==> src/rtl/can_arb_pkg.sv <==
package can_arb_pkg;
  typedef enum logic [1:0] {
    ST_READY = 2'd0,
    ST_WAIT  = 2'd1,
    ST_ARB   = 2'd2,
    ST_OWN   = 2'd3
  } arb_state_e;
endpackage

==> src/rtl/can_idle_det.sv <==
module can_idle_det #(
  parameter int IDLE_BITS = 11
) (
  input  logic clk,
  input  logic rst_n,
  input  logic sample_stb,
  input  logic rx_bit,
  output logic bus_idle
);
  localparam int CNT_W = $clog2(IDLE_BITS + 1);

  logic [CNT_W-1:0] cnt_q, cnt_d;
  logic             cnt_en;

  assign cnt_en = sample_stb;

  always_comb begin
    cnt_d = cnt_q;
    if (!rx_bit)
      cnt_d = '0;
    else if (cnt_q != CNT_W'(IDLE_BITS))
      cnt_d = cnt_q + 1'b1;
  end

  always_ff @(posedge clk or negedge rst_n) begin
    if (!rst_n)
      cnt_q <= '0;
    else if (cnt_en)
      cnt_q <= cnt_d;
  end

  assign bus_idle = (cnt_q == CNT_W'(IDLE_BITS));

  a_r2_dominant_clears: assert property (@(posedge clk) disable iff (!rst_n)
    (sample_stb && !rx_bit) |=> !bus_idle);

  a_r2_idle_holds: assert property (@(posedge clk) disable iff (!rst_n)
    (bus_idle && !(sample_stb && !rx_bit)) |=> bus_idle);
endmodule

==> src/rtl/can_arb_frame.sv <==
module can_arb_frame #(
  parameter int ID_W = 11
) (
  input  logic                              clk,
  input  logic                              rst_n,
  input  logic                              load,
  input  logic [ID_W-1:0]                   id,
  input  logic                              rtr,
  input  logic [$clog2(ID_W + 2)-1:0]       sel,
  output logic                              bit_o
);
  localparam int FRAME_W = ID_W + 2;

  logic [FRAME_W-1:0] order_d, order_q;

  // order_d[k] is the k-th bit put on the bus: SOF, id MSB..LSB, remote flag
  assign order_d[0]         = 1'b0;
  assign order_d[FRAME_W-1] = rtr;
  for (genvar k = 0; k < ID_W; k++) begin : g_order
    assign order_d[1+k] = id[ID_W-1-k];
  end

  always_ff @(posedge clk or negedge rst_n) begin
    if (!rst_n)
      order_q <= {FRAME_W{1'b1}};
    else if (load)
      order_q <= order_d;
  end

  assign bit_o = order_q[sel];
endmodule

==> src/rtl/can_arb_ctrl.sv <==
module can_arb_ctrl
  import can_arb_pkg::*;
#(
  parameter int ID_W      = 11,
  parameter int IDLE_BITS = 11
) (
  input  logic                              clk,
  input  logic                              rst_n,
  input  logic                              bit_start_stb,
  input  logic                              sample_stb,
  input  logic                              rx_bit,
  input  logic                              req_valid,
  input  logic [ID_W-1:0]                   req_id,
  input  logic                              req_rtr,
  output logic                              req_ready,
  input  logic                              ds_bit,
  input  logic                              ds_done,
  output logic                              tx_bit,
  output logic                              bus_idle,
  output logic                              arb_won,
  output logic                              arb_lost,
  output logic [$clog2(ID_W + 1)-1:0]       lost_idx,
  output logic                              bit_err
);
  localparam int ARB_W   = ID_W + 1;
  localparam int FRAME_W = ARB_W + 1;
  localparam int IDX_W   = $clog2(FRAME_W);
  localparam int LIDX_W  = $clog2(ARB_W);

  arb_state_e        state_q, state_d;
  logic [IDX_W-1:0]  idx_q, idx_d;
  logic [LIDX_W-1:0] lidx_q, lidx_d;
  logic              tx_q, tx_d;
  logic              won_q, won_d, lost_q, lost_d, err_q, err_d;
  logic              load;
  logic              frame_bit;

  can_idle_det #(.IDLE_BITS(IDLE_BITS)) i_idle (
    .clk(clk), .rst_n(rst_n), .sample_stb(sample_stb),
    .rx_bit(rx_bit), .bus_idle(bus_idle)
  );

  can_arb_frame #(.ID_W(ID_W)) i_frame (
    .clk(clk), .rst_n(rst_n), .load(load), .id(req_id), .rtr(req_rtr),
    .sel(idx_q), .bit_o(frame_bit)
  );

  assign load = (state_q == ST_READY) && req_valid;

  always_comb begin
    state_d = state_q;
    idx_d   = idx_q;
    lidx_d  = lidx_q;
    tx_d    = tx_q;
    won_d   = 1'b0;
    lost_d  = 1'b0;
    err_d   = 1'b0;
    unique case (state_q)
      ST_READY: begin
        if (req_valid) state_d = ST_WAIT;
      end
      ST_WAIT: begin
        if (bit_start_stb && bus_idle) begin
          state_d = ST_ARB;
          idx_d   = '0;
          tx_d    = 1'b0;
        end
      end
      ST_ARB: begin
        if (bit_start_stb) begin
          tx_d = frame_bit;
        end else if (sample_stb) begin
          if (tx_q && !rx_bit) begin
            lost_d  = 1'b1;
            lidx_d  = LIDX_W'(idx_q - 1'b1);
            tx_d    = 1'b1;
            state_d = ST_WAIT;
          end else if (!tx_q && rx_bit) begin
            err_d   = 1'b1;
            tx_d    = 1'b1;
            state_d = ST_READY;
          end else if (idx_q == IDX_W'(FRAME_W - 1)) begin
            won_d   = 1'b1;
            state_d = ST_OWN;
          end else begin
            idx_d = idx_q + 1'b1;
          end
        end
      end
      ST_OWN: begin
        if (bit_start_stb) begin
          tx_d = ds_bit;
        end else if (sample_stb && ds_done) begin
          tx_d    = 1'b1;
          state_d = ST_READY;
        end
      end
      default: state_d = ST_READY;
    endcase
  end

  always_ff @(posedge clk or negedge rst_n) begin
    if (!rst_n) begin
      state_q <= ST_READY;
      idx_q   <= '0;
      lidx_q  <= '0;
      tx_q    <= 1'b1;
      won_q   <= 1'b0;
      lost_q  <= 1'b0;
      err_q   <= 1'b0;
    end else begin
      state_q <= state_d;
      idx_q   <= idx_d;
      lidx_q  <= lidx_d;
      tx_q    <= tx_d;
      won_q   <= won_d;
      lost_q  <= lost_d;
      err_q   <= err_d;
    end
  end

  assign req_ready = (state_q == ST_READY);
  assign tx_bit    = tx_q;
  assign arb_won   = won_q;
  assign arb_lost  = lost_q;
  assign bit_err   = err_q;
  assign lost_idx  = lidx_q;

  a_r5_r8_one_outcome: assert property (@(posedge clk) disable iff (!rst_n)
    $onehot0({arb_won, arb_lost, bit_err}));

  a_r5_recessive_after_loss: assert property (@(posedge clk) disable iff (!rst_n)
    arb_lost |-> tx_bit);

  a_r8_ready_after_error: assert property (@(posedge clk) disable iff (!rst_n)
    bit_err |-> (req_ready && tx_bit));

  a_r4_tx_only_on_strobe: assert property (@(posedge clk) disable iff (!rst_n)
    (!bit_start_stb && !sample_stb) |=> $stable(tx_bit));

  a_r3_start_needs_idle: assert property (@(posedge clk) disable iff (!rst_n)
    (state_q == ST_WAIT && bit_start_stb && !bus_idle) |=> tx_bit);

  a_r9_busy_keeps_ready_low: assert property (@(posedge clk) disable iff (!rst_n)
    (!req_ready && !sample_stb) |=> !req_ready);
endmodule

==> config.mk <==
export PLATFORM = sky130hd
export DESIGN_NAME = can_arb_ctrl
export DESIGN_NICKNAME = d
export VERILOG_FILES = /design/src/rtl/can_arb_pkg.sv /design/src/rtl/can_idle_det.sv /design/src/rtl/can_arb_frame.sv /design/src/rtl/can_arb_ctrl.sv
export SDC_FILE = /design/constraint.sdc
export NUM_CORES = 1
export LEC_CHECK = 0
export BUFFER_PORTS_ARGS = -buffer_cell sky130_fd_sc_hd__buf_2
export CORE_UTILIZATION = 35
export DETAILED_ROUTE_END_ITERATION = 16
export GPL_TIMING_DRIVEN = 0
export PLACE_DENSITY_LB_ADDON = 0.15
export SYNTH_ARGS = -nofsm -noshare
export SYNTH_HDL_FRONTEND = slang
export SYNTH_HIERARCHICAL = 1
export SYNTH_SLANG_ARGS = --single-unit
==> constraint.sdc <==
create_clock -name clk -period 2.54 [get_ports clk]
set_input_delay 0.508 -clock clk [delete_from_list [all_inputs] [get_ports clk]]
set_output_delay 0.508 -clock clk [all_outputs]
set_load 0.01 [all_outputs]
### Word-level counts from Yosys, hierarchy flattened

Cells that the tools add are included.

| operators by class | value |
|---|---|
| $add $sub $neg | 3 |
| $mul | 0 |
| div/mod/pow operators | 0 |
| order comparisons | 1 |
| equality and inequality tests | 20 |
| shifts and indexed selects | 0 |
| muxes and demuxes | 44 |
| bitwise operators | 1 |
| reductions and logical operators | 15 |

Operators with widths:

| kind | number |
|---|---|
| 4-bit 2-to-1 mux | 8 |
| 1-bit 2-to-1 mux | 23 |
| 2-bit 2-to-1 mux | 9 |
| 2-bit != test (second input constant) | 9 |
| 7-bit AND reduction | 2 |
| 4-bit != test (second input constant) | 3 |
| 4-bit by 1-bit adder with 4-bit output (second input constant) | 2 |
| 4-bit equality test (second input constant) | 2 |
| 2-bit case mux with 4 select lines | 1 |
| 4-bit case mux with 2 select lines | 1 |
| 3-bit != test (second input constant) | 2 |
| 1-bit logical AND | 5 |
| 4-bit by 5-bit less-than comparator with 1-bit output (second input constant) | 1 |
| 5-bit AND reduction | 1 |
| 1-bit binary-select mux with 4-bit select | 1 |
| 2-bit equality test (second input constant) | 2 |
| 4-bit AND reduction | 1 |
| 4-bit by 1-bit subtractor with 4-bit output (second input constant) | 1 |
| 1-bit case mux with 3 select lines | 1 |
| 3-bit nonzero test | 1 |
| 2-bit by 1-bit equality test with 1-bit output (second input constant) | 1 |
| 1-bit logical NOT | 2 |
| 2-bit logical NOT | 1 |
| 2-bit by 1-bit != test with 1-bit output (second input constant) | 1 |
| 3 further kinds | 3 |

| storage, ports and cells | value |
|---|---|
| register bits | 31 |
| bits in latches | 0 |
| bits in writable memories | 0 |
| memory bits (read-only) | 0 |
| bits of input ports | 20 |
| output and inout port bits | 10 |
| word-level logic and storage cells | 93 |
| memories kept | 0 |

### Depth between registers and ports, before layout

| logic depth | value |
|---|---|
| depth in word-level cells | 7 |
| depth in mapped cells | 6 |
| gate-level depth less buffers | 6 |

### Hierarchy

The synthesis kept the hierarchy.

By module, submodules not included:

| module | times used | cells an instance | area each (um2) | sequential area each (um2) |
|---|---|---|---|---|
| can_arb_ctrl | 1 | 90 | 900.9 | 351.6 |
| can_arb_frame | 1 | 39 | 610.6 | 341.6 |
| can_idle_det | 1 | 23 | 252.7 | 100.1 |

### Least setup slack after synthesis

OpenSTA, ideal clock, no wires.

| timing path | value |
|---|---|
| path type | flip-flop to flip-flop |
| start | register idx_q[0] |
| end | register tx_q, in the netlist tx_bit |
| library setup time | 0.088 ns |
| data arrival time | 1.680 ns |
| setup slack | 0.772 ns |
| cell stages (with the launch flop) | 7 |
| buffers on the path | 0 |
| cells stage by stage | dfrtp_1 > mux4_2 > and3b_1 > a211o_1 > mux2i_1 > and3_1 > a211oi_1 |

| on the way | value |
|---|---|
| cells in the longest elaborated chain, start to end | 4 |

Ends and longest elaborated chain:

| item | RTL line | source |
|---|---|---|
| start, declared | can_arb_ctrl.sv:31 | `logic [IDX_W-1:0] idx_q, idx_d;` |
| start signal, assigned | can_arb_ctrl.sv:113 | `idx_q <= idx_d;` |
| 1-bit binary-select mux with 4-bit select | can_arb_frame.sv:30 | `assign bit_o = order_q[sel];` |
| 1-bit 2-to-1 mux (not written as such) | can_arb_frame.sv:30 |  |
| via frame_bit | can_arb_ctrl.sv:36 | `logic frame_bit;` |
| 1-bit 2-to-1 mux | can_arb_ctrl.sv:70 | `if (bit_start_stb) begin` |
| 1-bit case mux with 3 select lines | can_arb_ctrl.sv:58 | `unique case (state_q)` |
| end signal, assigned | can_arb_ctrl.sv:115 | `tx_q <= tx_d;` |
| end, declared | can_arb_ctrl.sv:33 | `logic tx_q, tx_d;` |

The timed path passes the listed nets, and every way through them passes these cells. The select of a mux whose other input is x is not followed.
A chain may end at the register's enable or synchronous reset.

### Worst setup path after layout

| timing path | value |
|---|---|
| start | register i_idle.cnt_q[0] |
| end | output port bus_idle |

| on the way | value |
|---|---|
| cells in the longest elaborated chain, start to end | 1 |

Ends and longest elaborated chain:

| item | RTL line | source |
|---|---|---|
| start, declared | can_idle_det.sv:12 | `logic [CNT_W-1:0] cnt_q, cnt_d;` |
| start signal, assigned | can_idle_det.sv:29 | `cnt_q <= cnt_d;` |
| 4-bit equality test | can_idle_det.sv:32 | `assign bus_idle = (cnt_q == CNT_W'(IDLE_BITS));` |
| end, declared | can_arb_ctrl.sv:19 | `output logic bus_idle,` |

No other way between the ends.

==> reports/results.ini <==
[outcome]
outcome=finished, final reports clean

[grt]
grt_pass1_wl_mm=5.851
antenna_found_initial=0
grt-ovfl-total=0
grt.total_usage_pct=14.61
grt_pass1_vias=1260
grt_max_degree=32

[setup_path]
cp_top_family=flip-flops
cp.required_ns=2.03
crit_path_max_fanout=9
rr_startpoint=idx_q[0]
r2r_slack_ns=0.59
r2r-end=tx_bit
cp.buffers_inverters=2
cpMaxStageDelayCell=dfrtp_1
arrival_ns=1.46
slowest_delay_ns=0.45
crit_chain=ha_1 > and3b_1 > buf_6 > buf_2
critPathCaptureType=primary output
startpoint_type=register
r2r_cells=6
path_class=register to primary output

[clock_tree]
cts_setup_buffers=0
cts_tree=yes
path_clk_slew_ns=0.07
ctsResizeCount=0
clock_latency_ns=0.29
cts_max_level=2
cts_num_sinks=31
cts_root_buf=clkbuf_8
cts_hold_buf=0
cts_buffers=5
cts_max_path_buffers=2

[sta]
min_period_over_period_pct=77.31
drv_slew=0
rsz0062_at_grt=no
fmax_ghz=0.5093
hold_viol_final=0
relSlewSlack_pct=51.57
final-setup-viol-count=0
final.setup.tns_ns=0
clock_skew_ns=0.006390
period_needed_ns=1.964
worstMarginPinSlew_ns=0.7264

[detailed_routing]
routed_wl_mm=3.524
dr.pass1.iters=4
drtIter0Drc=60
vias=1290
drc=0
ant_nets=0
wl_per_cell_microns=13.82
via_per_inst=5.059

[logic_synthesis]
ys.flop_type=dfrtp_1
ys_ff_latch=31
netlist_area_sq_um=1764
synth_edf_count=0
synth.distinct_cells=54
postSynthAreaPerCell_sq_um=11.61
yosysSeqAreaShare_pct=44.96
yosys_warnings=6
async_flop_share_pct=100.0
syn_nets=178
syn_inst=152

[layout]
fin_nets=213
final_util_pct=43.29
seq_area_sq_um=793.3
fillers=479
multi_input_area_sq_um=897.1
syn_to_final_growth_pct=17.45
antenna_cells=0
layout-drive-gt1-share_pct=41.49

[placement]
io_buffers=28
gp_congestion=0.8054
dp_hpwl_mm=2.514

[power_and_ir_drop]
leakagePower_nw=0.9560
ir_drop_uv=404.2
p_per_area_nw_per_um2=856.8

[die]
die_y_microns=73.00
rows=25
core_sq_um=4786
ioPinCount=30
start_util_pct=36.86
dieArea_sq_um=5328
dieWidth_microns=73.00

[hold_path]
hold_path_class=input pin to async pin

[run]
cap_violations=0

-- registers in the layout, indices dropped and copies added, names as in the netlist --
register and flops:
i_frame/order_q 13, i_idle/cnt_q 4, idx_q 4, lost_idx 4, state_q 2, arb_lost 1, arb_won 1, bit_err 1
tx_bit 1
-- power breakdown --
group	total (mW)	internal [mW]	switching, mW
Sequential	0.835	0.705	0.130
Combinational	0.561	0.318	0.243
Clock	0.379	0.187	0.192
Total	1.78	1.21	0.565
-- metal layers --
layer	up-vias	global-route usage, %	routed length [microns]
met4	0	8.061	82
met5	-	0	0
li1	635	-	-
met3	9	3.591	137
met1	617	18.71	1621
met2	29	22.63	1682
-- synth_stat cells (all sizes together) (2+ instances only) --
master   count  area, sq um
nor3         3        15.01
nor2         3        11.26
inv          9        33.78
nand2b       5        31.28
o21ai        5        25.02
mux4         2        45.04
nand4bb      2        22.52
dfrtp       17        425.4
and2         2        12.51
mux2i        5        50.05
a31oi        3        33.78
ha           6        75.07
mux2        15        180.2
a21oi        4        20.02
nand4        2        12.51
nand2        5        26.27
buf          5        40.04
and3b        2        17.52
nor2b        6        37.54
nand3        9        45.04
o211ai       2        15.01
dfstp       14        367.9
-- cell usage in the layout (no fill, tap or decap), types with 2 or more instances in the layout --
cell,Yosys,routed
buf_2,2,30
dfrtp_1,17,17
dfstp_2,14,14
mux2_2,12,12
inv_1,9,9
nand3_1,9,9
nor2b_1,6,6
ha_1,6,6
mux2i_1,5,5
nand2b_1,5,5
clkbuf_8,0,5
nand2_1,4,4
a21oi_1,4,4
o21ai_0,4,4
nor2_1,3,3
nor3_1,3,3
mux2_4,3,3
clkinv_2,0,3
and2_1,2,2
buf_6,2,2
nand4bb_1,2,2
nand4_1,2,2
o211ai_1,2,2
a31oi_1,2,2
mux4_2,2,2
and3b_1,2,2
-- per-stage QoR --
stage	cell area [sq um]	hold WS, ns	cells	power (mW)	setup slack [ns]
after global placement	1988	0.4727	247	1.394	0.5830
after CTS	2072	0.2921	255	1.797	0.5680
after global routing	2072	0.3147	255	1.887	0.4947
final	2072	0.2711	255	1.775	0.5764
after floorplan	1764	0.2124	152	1.253	0.7717
after detailed placement	1988	0.4767	247	1.412	0.5778
-- area by class of cell --
| type | count | area share [%] |
|---|---|---|
| Buffer | 5 | 1.932 |
| Tap cell | 67 | 4.046 |
| Inverter | 9 | 1.630 |
| Clock buffer | 5 | 3.321 |
| Timing Repair Buffer | 28 | 6.763 |
| Clock inverter | 3 | 0.7246 |
| Multi-Input combinational cell | 107 | 43.30 |
| Sequential cell | 31 | 38.28 |
-- worst max-delay path by stage --
stage / from / depth (start not counted) / endpoint
after detailed placement: rx_bit / 6 / idx_q[3]
after global routing: idx_q[0] / 6 / tx_bit
after CTS: i_idle/cnt_q[0] / 4 / bus_idle
after floorplan: idx_q[0] / 6 / tx_bit
after global placement: idx_q[0] / 6 / tx_bit
final: i_idle/cnt_q[0] / 4 / bus_idle
-- worst register-to-register path, stage by stage, from the launching register on --
cell,delay [ns]
dfrtp_1,0.57
mux4_2,0.56
and3b_1,0.18
a211o_1,0.24
mux2i_1,0.12
and3_1,0.17
a211oi_1,0.05
-- cells by family after synthesis --
logic type	after synthesis	share of synthesized area, %
AOI/OAI and AO/OA	29	12.84
muxes	22	15.60
xor gates and xnor gates	2	0.9931
buffers and inverters	14	4.184
DFF	31	44.96
adders and majority gates	6	4.255
and+or+nand+nor	48	17.16
No activity file was read; power rests on OpenSTA's default activity.
